**config.mk**
```make
export PLATFORM = sky130hd
export DESIGN_NAME = recfg_host_regs
export DESIGN_NICKNAME = d
export VERILOG_FILES = /design/src/rtl/recfg_pkg.sv /design/src/rtl/recfg_ctrl.sv /design/src/rtl/recfg_dpath.sv /design/src/rtl/recfg_host_regs.sv
export SDC_FILE = /design/constraint.sdc
export NUM_CORES = 1
export LEC_CHECK = 0
export ABC_CLOCK_PERIOD_IN_PS = 4570
export CAP_MARGIN = 30
export CORE_ASPECT_RATIO = 0.5
export CORE_MARGIN = 3
export CORE_UTILIZATION = 50
export DETAILED_ROUTE_END_ITERATION = 8
export PLACE_DENSITY = 0.83
export SLEW_MARGIN = 40
export SYNTH_ARGS = -nofsm -noshare
export SYNTH_HDL_FRONTEND = slang
export SYNTH_HIERARCHICAL = 1
export SYNTH_SLANG_ARGS = --single-unit
export TNS_END_PERCENT = 100
```
**constraint.sdc**
```tcl
create_clock -name clk -period 4.57 [get_ports clk]
set_input_delay 1.1425 -clock clk [delete_from_list [all_inputs] [get_ports clk]]
set_output_delay 1.1425 -clock clk [all_outputs]
set_load 0.05 [all_outputs]
```
**src/rtl/recfg_pkg.sv**
```systemverilog
package recfg_pkg;

  // Register byte offsets (the host driver decodes these)
  localparam logic [7:0] OFF_CTRL   = 8'h08;
  localparam logic [7:0] OFF_STATUS = 8'h10;
  localparam logic [7:0] OFF_DATA   = 8'h18;
  localparam logic [7:0] OFF_ERR    = 8'h20;
  localparam logic [7:0] OFF_ID_HI  = 8'hA8;
  localparam logic [7:0] OFF_ID_LO  = 8'hB0;

  // Control bit positions
  localparam int CB_RST_REQ  = 0;
  localparam int CB_RST_ACK  = 4;
  localparam int CB_REG_LO   = 7;
  localparam int CB_REG_HI   = 9;
  localparam int CB_START    = 12;
  localparam int CB_COMPLETE = 13;

  // Error bit positions
  localparam int EB_OP   = 0;
  localparam int EB_CRC  = 1;
  localparam int EB_INC  = 2;
  localparam int EB_PROT = 3;
  localparam int EB_OVF  = 4;
  localparam int ERR_W   = 5;

  // Host phase codes reported in status
  typedef enum logic [3:0] {
    PH_IDLE  = 4'd0,
    PH_RECV  = 4'd1,
    PH_DRAIN = 4'd2
  } hostPhase_e;

  // Strobes from control to datapath
  typedef struct packed {
    logic push;
    logic flush;
  } dpStrobe_t;

endpackage

```
**src/rtl/recfg_ctrl.sv**
```systemverilog
module recfg_ctrl
  import recfg_pkg::*;
#(
  parameter int ADDR_W = 8
) (
  input  logic              clk,
  input  logic              rstN,
  input  logic              regWrEn,
  input  logic [ADDR_W-1:0] regAddr,
  input  logic [63:0]       regWrData,
  input  logic              crcErrIn,
  input  logic              incompatErrIn,
  input  logic              dpFull,
  input  logic              dpEmpty,
  output dpStrobe_t         strobe,
  output logic [63:0]       ctrlImage,
  output logic [63:0]       errImage,
  output logic              busy,
  output logic              rstAckOut,
  output hostPhase_e        phase
);

  logic             rstReq, rstAck, startQ, completeQ;
  logic [2:0]       region;
  logic [ERR_W-1:0] errBits, errSet, errClr;
  logic             ctrlWr, dataWr, errWr, finish;

  assign ctrlWr = regWrEn && (regAddr == ADDR_W'(OFF_CTRL));
  assign dataWr = regWrEn && (regAddr == ADDR_W'(OFF_DATA));
  assign errWr  = regWrEn && (regAddr == ADDR_W'(OFF_ERR));
  assign finish = startQ && completeQ && dpEmpty;

  always_comb begin
    errSet       = '0;
    strobe.push  = 1'b0;
    strobe.flush = rstReq;
    if (dataWr) begin
      if (!startQ || completeQ || rstReq) errSet[EB_PROT] = 1'b1;
      else if (dpFull)                    errSet[EB_OVF]  = 1'b1;
      else                                strobe.push     = 1'b1;
    end
    if (ctrlWr && regWrData[CB_START] && !startQ && rstReq) errSet[EB_OP] = 1'b1;
    if (ctrlWr && regWrData[CB_COMPLETE] && !startQ)        errSet[EB_PROT] = 1'b1;
    if (crcErrIn)      errSet[EB_CRC] = 1'b1;
    if (incompatErrIn) errSet[EB_INC] = 1'b1;
    errClr = errWr ? regWrData[ERR_W-1:0] : '0;
  end

  always_ff @(posedge clk or negedge rstN) begin
    if (!rstN) begin
      rstReq    <= 1'b0;
      rstAck    <= 1'b0;
      startQ    <= 1'b0;
      completeQ <= 1'b0;
      region    <= '0;
      errBits   <= '0;
    end else begin
      rstAck  <= rstReq;
      errBits <= (errBits & ~errClr) | errSet;
      if (ctrlWr) begin
        rstReq <= regWrData[CB_RST_REQ];
        region <= regWrData[CB_REG_HI:CB_REG_LO];
      end
      if (rstReq || finish) begin
        startQ    <= 1'b0;
        completeQ <= 1'b0;
      end else if (ctrlWr) begin
        if (regWrData[CB_START] && !startQ)   startQ    <= 1'b1;
        if (regWrData[CB_COMPLETE] && startQ) completeQ <= 1'b1;
      end
    end
  end

  always_comb begin
    ctrlImage                        = '0;
    ctrlImage[CB_RST_REQ]            = rstReq;
    ctrlImage[CB_RST_ACK]            = rstAck;
    ctrlImage[CB_REG_HI:CB_REG_LO]   = region;
    ctrlImage[CB_START]              = startQ;
    ctrlImage[CB_COMPLETE]           = completeQ;
    errImage                         = '0;
    errImage[ERR_W-1:0]              = errBits;
  end

  assign busy      = startQ;
  assign rstAckOut = rstAck;
  assign phase     = !startQ ? PH_IDLE : (completeQ ? PH_DRAIN : PH_RECV);

  AST_ACK_FLUSHED: assert property (@(posedge clk) disable iff (!rstN)
    rstAck |-> (dpEmpty && !startQ));

  AST_START_ONLY_OUT_OF_RESET: assert property (@(posedge clk) disable iff (!rstN)
    $rose(startQ) |-> !$past(rstReq));

  AST_FINISH_DRAINED: assert property (@(posedge clk) disable iff (!rstN)
    ($fell(startQ) && !$past(rstReq)) |-> ($past(completeQ) && $past(dpEmpty)));

  AST_ERR_STICKY: assert property (@(posedge clk) disable iff (!rstN)
    (|($past(errBits) & ~errBits)) |-> $past(errWr));

endmodule

```
**src/rtl/recfg_dpath.sv**
```systemverilog
module recfg_dpath
  import recfg_pkg::*;
#(
  parameter int          DEPTH  = 8,
  parameter int          DATA_W = 32,
  parameter int          ADDR_W = 8,
  parameter logic [63:0] ID_HI  = 64'h0,
  parameter logic [63:0] ID_LO  = 64'h0
) (
  input  logic              clk,
  input  logic              rstN,
  input  dpStrobe_t         strobe,
  input  logic [DATA_W-1:0] pushData,
  input  logic [ADDR_W-1:0] regAddr,
  input  logic [63:0]       ctrlImage,
  input  logic [63:0]       errImage,
  input  logic              busy,
  input  logic              rstAck,
  input  hostPhase_e        phase,
  output logic [63:0]       regRdData,
  output logic              dpFull,
  output logic              dpEmpty,
  output logic              sinkValid,
  input  logic              sinkReady,
  output logic [DATA_W-1:0] sinkData
);

  localparam int CNT_W = $clog2(DEPTH + 1);
  localparam int PTR_W = (DEPTH > 2) ? $clog2(DEPTH) : 1;

  logic [DATA_W-1:0] mem [DEPTH];
  logic [PTR_W-1:0]  wrPtr, rdPtr, wrPtrNext, rdPtrNext;
  logic [CNT_W-1:0]  count;
  logic              pop;
  logic [8:0]        credits;
  logic [63:0]       statusImage;

  generate
    if ((DEPTH & (DEPTH - 1)) == 0) begin : gPow2Wrap
      assign wrPtrNext = wrPtr + 1'b1;
      assign rdPtrNext = rdPtr + 1'b1;
    end else begin : gCmpWrap
      assign wrPtrNext = (wrPtr == PTR_W'(DEPTH - 1)) ? '0 : wrPtr + 1'b1;
      assign rdPtrNext = (rdPtr == PTR_W'(DEPTH - 1)) ? '0 : rdPtr + 1'b1;
    end
  endgenerate

  assign dpEmpty   = (count == '0);
  assign dpFull    = (count == CNT_W'(DEPTH));
  assign sinkValid = !dpEmpty;
  assign sinkData  = mem[rdPtr];
  assign pop       = sinkValid && sinkReady && !strobe.flush;

  always_ff @(posedge clk) begin
    if (strobe.push && !strobe.flush) mem[wrPtr] <= pushData;
  end

  always_ff @(posedge clk or negedge rstN) begin
    if (!rstN) begin
      wrPtr <= '0;
      rdPtr <= '0;
      count <= '0;
    end else if (strobe.flush) begin
      wrPtr <= '0;
      rdPtr <= '0;
      count <= '0;
    end else begin
      if (strobe.push) wrPtr <= wrPtrNext;
      if (pop)         rdPtr <= rdPtrNext;
      count <= count + CNT_W'(strobe.push) - CNT_W'(pop);
    end
  end

  assign credits = 9'(DEPTH) - 9'(count);

  always_comb begin
    statusImage        = '0;
    statusImage[8:0]   = credits;
    statusImage[16]    = busy;
    statusImage[20]    = sinkValid;
    statusImage[21]    = rstAck;
    statusImage[22]    = dpFull;
    statusImage[27:24] = phase;
  end

  always_comb begin
    if      (regAddr == ADDR_W'(OFF_CTRL))   regRdData = ctrlImage;
    else if (regAddr == ADDR_W'(OFF_STATUS)) regRdData = statusImage;
    else if (regAddr == ADDR_W'(OFF_ERR))    regRdData = errImage;
    else if (regAddr == ADDR_W'(OFF_ID_HI))  regRdData = ID_HI;
    else if (regAddr == ADDR_W'(OFF_ID_LO))  regRdData = ID_LO;
    else                                     regRdData = '0;
  end

  AST_NO_OVERFLOW: assert property (@(posedge clk) disable iff (!rstN)
    count <= CNT_W'(DEPTH));

  AST_POP_DECREMENTS: assert property (@(posedge clk) disable iff (!rstN)
    $past(pop && !strobe.push && !strobe.flush) |-> (count == $past(count) - 1'b1));

endmodule

```
**src/rtl/recfg_host_regs.sv**
```systemverilog
module recfg_host_regs
  import recfg_pkg::*;
#(
  parameter int          DEPTH  = 8,
  parameter int          DATA_W = 32,
  parameter int          ADDR_W = 8,
  parameter logic [63:0] ID_HI  = 64'h0123_4567_89AB_CDEF,
  parameter logic [63:0] ID_LO  = 64'hFEDC_BA98_7654_3210
) (
  input  logic              clk,
  input  logic              rstN,
  input  logic              regWrEn,
  input  logic [ADDR_W-1:0] regAddr,
  input  logic [63:0]       regWrData,
  output logic [63:0]       regRdData,
  input  logic              crcErrIn,
  input  logic              incompatErrIn,
  output logic              sinkValid,
  input  logic              sinkReady,
  output logic [DATA_W-1:0] sinkData
);

  dpStrobe_t   strobe;
  logic [63:0] ctrlImage, errImage;
  logic        busy, rstAck, dpFull, dpEmpty;
  hostPhase_e  phase;

  recfg_ctrl #(.ADDR_W(ADDR_W)) uCtrl (
    .clk(clk), .rstN(rstN), .regWrEn(regWrEn), .regAddr(regAddr),
    .regWrData(regWrData), .crcErrIn(crcErrIn), .incompatErrIn(incompatErrIn),
    .dpFull(dpFull), .dpEmpty(dpEmpty), .strobe(strobe),
    .ctrlImage(ctrlImage), .errImage(errImage), .busy(busy),
    .rstAckOut(rstAck), .phase(phase)
  );

  recfg_dpath #(
    .DEPTH(DEPTH), .DATA_W(DATA_W), .ADDR_W(ADDR_W), .ID_HI(ID_HI), .ID_LO(ID_LO)
  ) uDpath (
    .clk(clk), .rstN(rstN), .strobe(strobe), .pushData(regWrData[DATA_W-1:0]),
    .regAddr(regAddr), .ctrlImage(ctrlImage), .errImage(errImage), .busy(busy),
    .rstAck(rstAck), .phase(phase), .regRdData(regRdData), .dpFull(dpFull),
    .dpEmpty(dpEmpty), .sinkValid(sinkValid), .sinkReady(sinkReady), .sinkData(sinkData)
  );

endmodule

```
== Word-level counts from Yosys, hierarchy flattened ==
Memories as Yosys holds them, arrays and structs flattened.
Cells that the tools add are included.

* Flip-flop bits (word level): 22
* Memory bits (writable): 256
* Input bits: 78
* Output and inout bits: 97
* Word-level logic and storage cells: 86
* Memories: 1

* Add/sub/neg operators: 5
* Eq/ne operators: 7
* Muxes and demuxes: 32
* Bitwise gates (word level): 3
* Reduce and logical (&&, ||, !) cells: 29

{| class="wikitable"
|+ Memory list
! memory !! depth !! bits a word !! rd ports !! clocked after Yosys merged registers in !! write ports !! RTL line !! RTL
|-
| uDpath.mem || 8 || 32 || 1 || 0 || 1 || recfg_dpath.sv:31 || <nowiki>logic [DATA_W-1:0] mem [DEPTH];</nowiki>
|}

{| class="wikitable"
|+ Operators with widths
! operator !! count
|-
| 2-to-1 mux 64 bit || 5
|-
| 2-to-1 mux 1 bit || 18
|-
| equality test 8 x 5 -> 1 bit, second input constant || 2
|-
| equality test 8 bit, second input constant || 2
|-
| logical AND 1 bit || 15
|-
| 2-to-1 mux 3 bit || 4
|-
| nonzero test 2 bit || 5
|-
| equality test 8 x 4 -> 1 bit, second input constant || 1
|-
| equality test 8 x 6 -> 1 bit, second input constant || 1
|-
| 2-to-1 mux 4 bit || 2
|-
| adder 3 x 1 -> 3 bit, second input constant || 2
|-
| bitwise AND 5 bit || 1
|-
| 2-to-1 mux 5 bit || 1
|-
| inverter 5 bit || 1
|-
| OR 5 bit || 1
|-
| subtractor 4 x 4 -> 5 bit, first input constant || 1
|-
| adder 4 x 1 -> 4 bit || 1
|-
| equality test 4 bit, second input constant || 1
|-
| zero test 4 bit || 1
|-
| 2-to-1 mux 2 bit || 2
|-
| AND reduction 2 bit || 2
|-
| subtractor 4 x 1 -> 4 bit || 1
|-
| zero test 1 bit || 3
|-
| logical OR 1 bit || 3
|}

== Logic depth before layout (Yosys ltp) ==
* Word-level depth: 8
* Gate-level depth with buffers: 12
* Depth with buffers taken out: 12

== Modules after synthesis ==
The synthesis kept the hierarchy.

{| class="wikitable"
|+ By module, submodules not included
! module !! instances !! cells each !! area each (um^2) !! sequential area each (um^2)
|-
| recfg_dpath || 1 || 591 || 11317.1 || 7937.6
|-
| recfg_ctrl || 1 || 176 || 1522.7 || 300.3
|}

== Worst setup path before layout ==
OpenSTA, ideal clock, no wires.

* Path kind: input to register
* Start point: input port regAddr[5]
* End point: memory uDpath.mem[2][0] (enable)
* Library setup time: 0.501 ns
* Data arrival time: 5.663 ns
* Data required time: 4.069 ns
* Setup slack: -1.594 ns
* Stages on the path: 6
* Path buffers: 1
* Path through: or4b_1 -> nor4_1 -> nor2b_1 -> clkbuf_1 -> nand2_1 -> nor4_1

{| class="wikitable"
|+ RTL lines
! what !! RTL line !! RTL
|-
| start, declared || recfg_host_regs.sv:13 || <nowiki>input logic [ADDR_W-1:0] regAddr,</nowiki>
|-
| end, declared || recfg_dpath.sv:31 ||
|}

== Final worst setup path ==
* Start point: input port regAddr[2]
* End point: output port regRdData[8]

* Word-level cells in the longest chain between the ends: 5
* Elaborated cells on any way between the ends: 8
* Those cells by class: eq/ne (4); mux (4)

{| class="wikitable"
|+ Ends and longest elaborated chain
! what !! RTL line !! RTL
|-
| equality test 8 bit || recfg_dpath.sv:90 || <nowiki>else if (regAddr == ADDR_W'(OFF_ID_HI)) regRdData = ID_HI;</nowiki>
|-
| 2-to-1 mux 64 bit || recfg_dpath.sv:90 ||
|-
| 2-to-1 mux 64 bit || recfg_dpath.sv:89 || <nowiki>else if (regAddr == ADDR_W'(OFF_ERR)) regRdData = errImage;</nowiki>
|-
| 2-to-1 mux 64 bit || recfg_dpath.sv:88 || <nowiki>else if (regAddr == ADDR_W'(OFF_STATUS)) regRdData = statusImage;</nowiki>
|-
| 2-to-1 mux 64 bit (*) || recfg_dpath.sv:87 || <nowiki>if (regAddr == ADDR_W'(OFF_CTRL)) regRdData = ctrlImage;</nowiki>
|-
| end, declared || recfg_host_regs.sv:15 || <nowiki>output logic [63:0] regRdData,</nowiki>
|}

Mark *: on every way between the ends. The rest lies on a longest branch, timed or not.

==> results.json <==
{
  "grt_setup_unrepaired": "no",
  "grt_pass1_vias": 7520,
  "overflow": 0,
  "die_h_um": 119.3,
  "layout_min_cycle_time_ns": 4.451,
  "run_status": "complete, no violations",
  "tns_ns": 0,
  "grt_usage_pct": 20.81,
  "boundaryPins": 175,
  "grtUsageMet1_pct": 28.42,
  "io_buffers": 142,
  "fin_crit_sh_pct": 97.40,
  "cts_hold_buffers": 0,
  "crit_required_ns": 3.43,
  "hpwl_um": 17440,
  "area.growth.synth_to_final_pct": 24.04,
  "num_rows": 40,
  "peakVddDrop_v": 0.0002745,
  "p_total_mw": 7.703,
  "p_per_area_nw_per_um2": 483.7,
  "timing.critical_path.mode_cell": "or4_1",
  "place_congestion": 0.8748,
  "via_count": 7125,
  "layout_commonest_cell": "edfxtp_1",
  "fin_skew_ns": 0.009288,
  "insertion_delay_ns": 0.52,
  "slew_headroom_pct": 52.65,
  "busiest_layer": "met2",
  "muxShareOfSynthArea_pct": 14.46,
  "core-area_sq_um": 24620,
  "synthAdderAreaFrac_pct": 1.130,
  "synth_edf_count": 256,
  "power_leakage_nw": 5.521,
  "slowest_stage": "or4_1",
  "worstHoldPathType": "reg2reg",
  "drcViolationCount": 0,
  "drive_gt1_share_pct": 27.41,
  "synth_simple_gate_area_share_pct": 4.317,
  "fin_area_sq_um": 15930,
  "drtAntennaViolNets": 0,
  "die_area_sq_um": 27760,
  "cts_resized": 0,
  "drt-pass1-iter-count": 5,
  "grt_max_degree": 34,
  "layout_common_cells": "edfxtp_1, conb_1, clkdlybuf4s50_1",
  "ys.warnings.count": 6,
  "synth_top_family_by_area": "multiplexers",
  "worst-path-max-fanout": 4,
  "fin_util_pct": 64.68,
  "synth_compound_area_share_pct": 6.519,
  "numClockSinks": 278,
  "vias_per_cell": 5.558,
  "slew_viol_final": 0,
  "cp-end-kind": "primary output",
  "layout.nets": 1016,
  "gr-usage-met3_pct": 3.944,
  "clkTransAtPathRegs_ns": 0.06,
  "drt_iter0_markers": 561,
  "seq_area_frac_synth_pct": 64.16,
  "path_class": "in2out",
  "synth_seq_cells": 278,
  "antenna_found_initial": 0,
  "arrival_ns": 3.31,
  "grt_pass1_wl_um": 44610,
  "worst_pin_slew_ns": 0.7103,
  "setup.worst_path.start_class": "input port",
  "path_cells": "clkdlybuf4s50_1, or4_1, or4_1, nand2b_1, a221o_1, buf_12",
  "synthCells": 767,
  "hold_violations": 0,
  "cts-root-buf": "clkbuf_16",
  "slowest_delay_ns": 0.56,
  "drt_wl_total_um": 28160,
  "setup_viol": 0,
  "htreeDepth": 1,
  "synth_cell_types": 52,
  "synthFlopType": "edfxtp_1",
  "holdWs_ns": 0.5048,
  "wl_per_cell_um": 21.97,
  "synth_xor_area_share_pct": 0.5457,
  "cts-buffers-inserted": 25,
  "post_cts.repair.setup_buffers": 0,
  "fmax_ghz": 0.2247,
  "met2_usage_pct": 34.11,
  "place_area_sq_um": 15180,
  "start_util_pct": 52.14,
  "die_w_um": 232.6,
  "cap_violations": 0,
  "syn_avg_cell_area_sq_um": 16.74,
  "cts_tree": "built",
  "syn-cell-area_sq_um": 12840,
  "synth-async-reset-ratio_pct": 7.914,
  "max-clock-path-buffers": 3
}
==> worst max-delay path, delay by kind of cell <==
kind,cells,cell delay (ns)
buf+inv,2,0.62
compound gates,1,0.23
simple gates,3,1.31
==> cell families (layout without fill, tap and decap cells) <==
logic type / after synthesis / after routing
XOR/XNOR: 8 / 8
multiplexers: 101 / 101
AO/OA/AOI/OAI: 101 / 101
AND/OR/NAND/NOR: 94 / 94
adder cells (fa/ha/maj): 11 / 11
buffers and inverters: 173 / 234
flip-flops: 278 / 278
other: 1 / 119
==> flip-flops by register name, indices dropped and copies added, names as in the netlist <==
name,cells
uDpath/mem,256
uCtrl/rstAckOut,1
uCtrl/rstReq,1
uDpath/count,4
uCtrl/busy,1
uCtrl/region,3
uDpath/rdPtr,3
uDpath/wrPtr,3
uCtrl/errBits,5
uCtrl/completeQ,1
==> metal layers <==
metal,up-vias,wire length [um]
met5,-,0
met2,299,13930
met1,3612,11250
li1,3148,-
met4,0,808
met3,66,2173
==> cell usage after synthesis (4+ instances only) <==
| cell type | instances | share of area (%) |
|---|---|---|
| a21oi_1 | 12 | 0.47 |
| a221o_1 | 51 | 4.0 |
| a22o_1 | 6 | 0.41 |
| a22oi_1 | 4 | 0.23 |
| buf_2 | 19 | 0.74 |
| buf_4 | 123 | 7.2 |
| clkbuf_1 | 22 | 0.64 |
| dfrtp_1 | 22 | 4.3 |
| edfxtp_1 | 256 | 60 |
| ha_1 | 10 | 0.97 |
| inv_1 | 9 | 0.26 |
| mux2_2 | 36 | 3.2 |
| mux4_2 | 64 | 11 |
| nand2_1 | 19 | 0.56 |
| nand2b_1 | 6 | 0.29 |
| nand3_1 | 6 | 0.23 |
| nand4_1 | 5 | 0.24 |
| nor2_1 | 14 | 0.41 |
| nor2b_1 | 7 | 0.34 |
| nor3_1 | 12 | 0.47 |
| nor4_1 | 5 | 0.24 |
| o21a_1 | 6 | 0.35 |
| o21ai_0 | 6 | 0.23 |
| o21ai_1 | 6 | 0.23 |
| xor2_1 | 5 | 0.34 |
==> power by group <==
part	switching, mW	internal (mW)	total, mW	leakage (nW)
registers	0.216	2.83	3.04	2.58
clock network	0.860	1.05	1.91	0.360
logic	1.52	1.23	2.75	2.59
==> layout make-up <==
cell class	instances	area, sq um
fill	1628	8697
inverter	9	33.78
multi-input combinational	433	4020
clock inverter	9	48.80
sequential	278	8247
tap	336	420.4
antenna	1	2.502
clock buffer	36	686.9
timing repair buffer	180	2467
==> final timing paths <==
path / from / end / slack [ns] / depth (start not counted)
min in group asynchronous: rstN / uCtrl/errBits[2] / 0.59 / 1
setup / recovery: regAddr[2] / regRdData[8] / 0.12 / 6
max in group asynchronous: rstN / uDpath/rdPtr[2] / 3.60 / 1
hold / removal: uCtrl/errBits[1] / uCtrl/errBits[1] / 0.50 / 1
hold reg to reg: uCtrl/errBits[1] / uCtrl/errBits[1] / 0.50 / 1
setup reg to reg: uDpath/count[1] / uDpath/count[2] / 1.98 / 11
==> stage by stage <==
step                      cells  worst slack [ns]
after global routing       1281          0.003826
after detailed placement   1236           0.09032
after CTS                  1281           0.08741
final                      1282            0.1190
after global placement     1236            0.1293
after floorplan             884           -0.2649
Note: power is estimated with default switching activity, not from simulation.
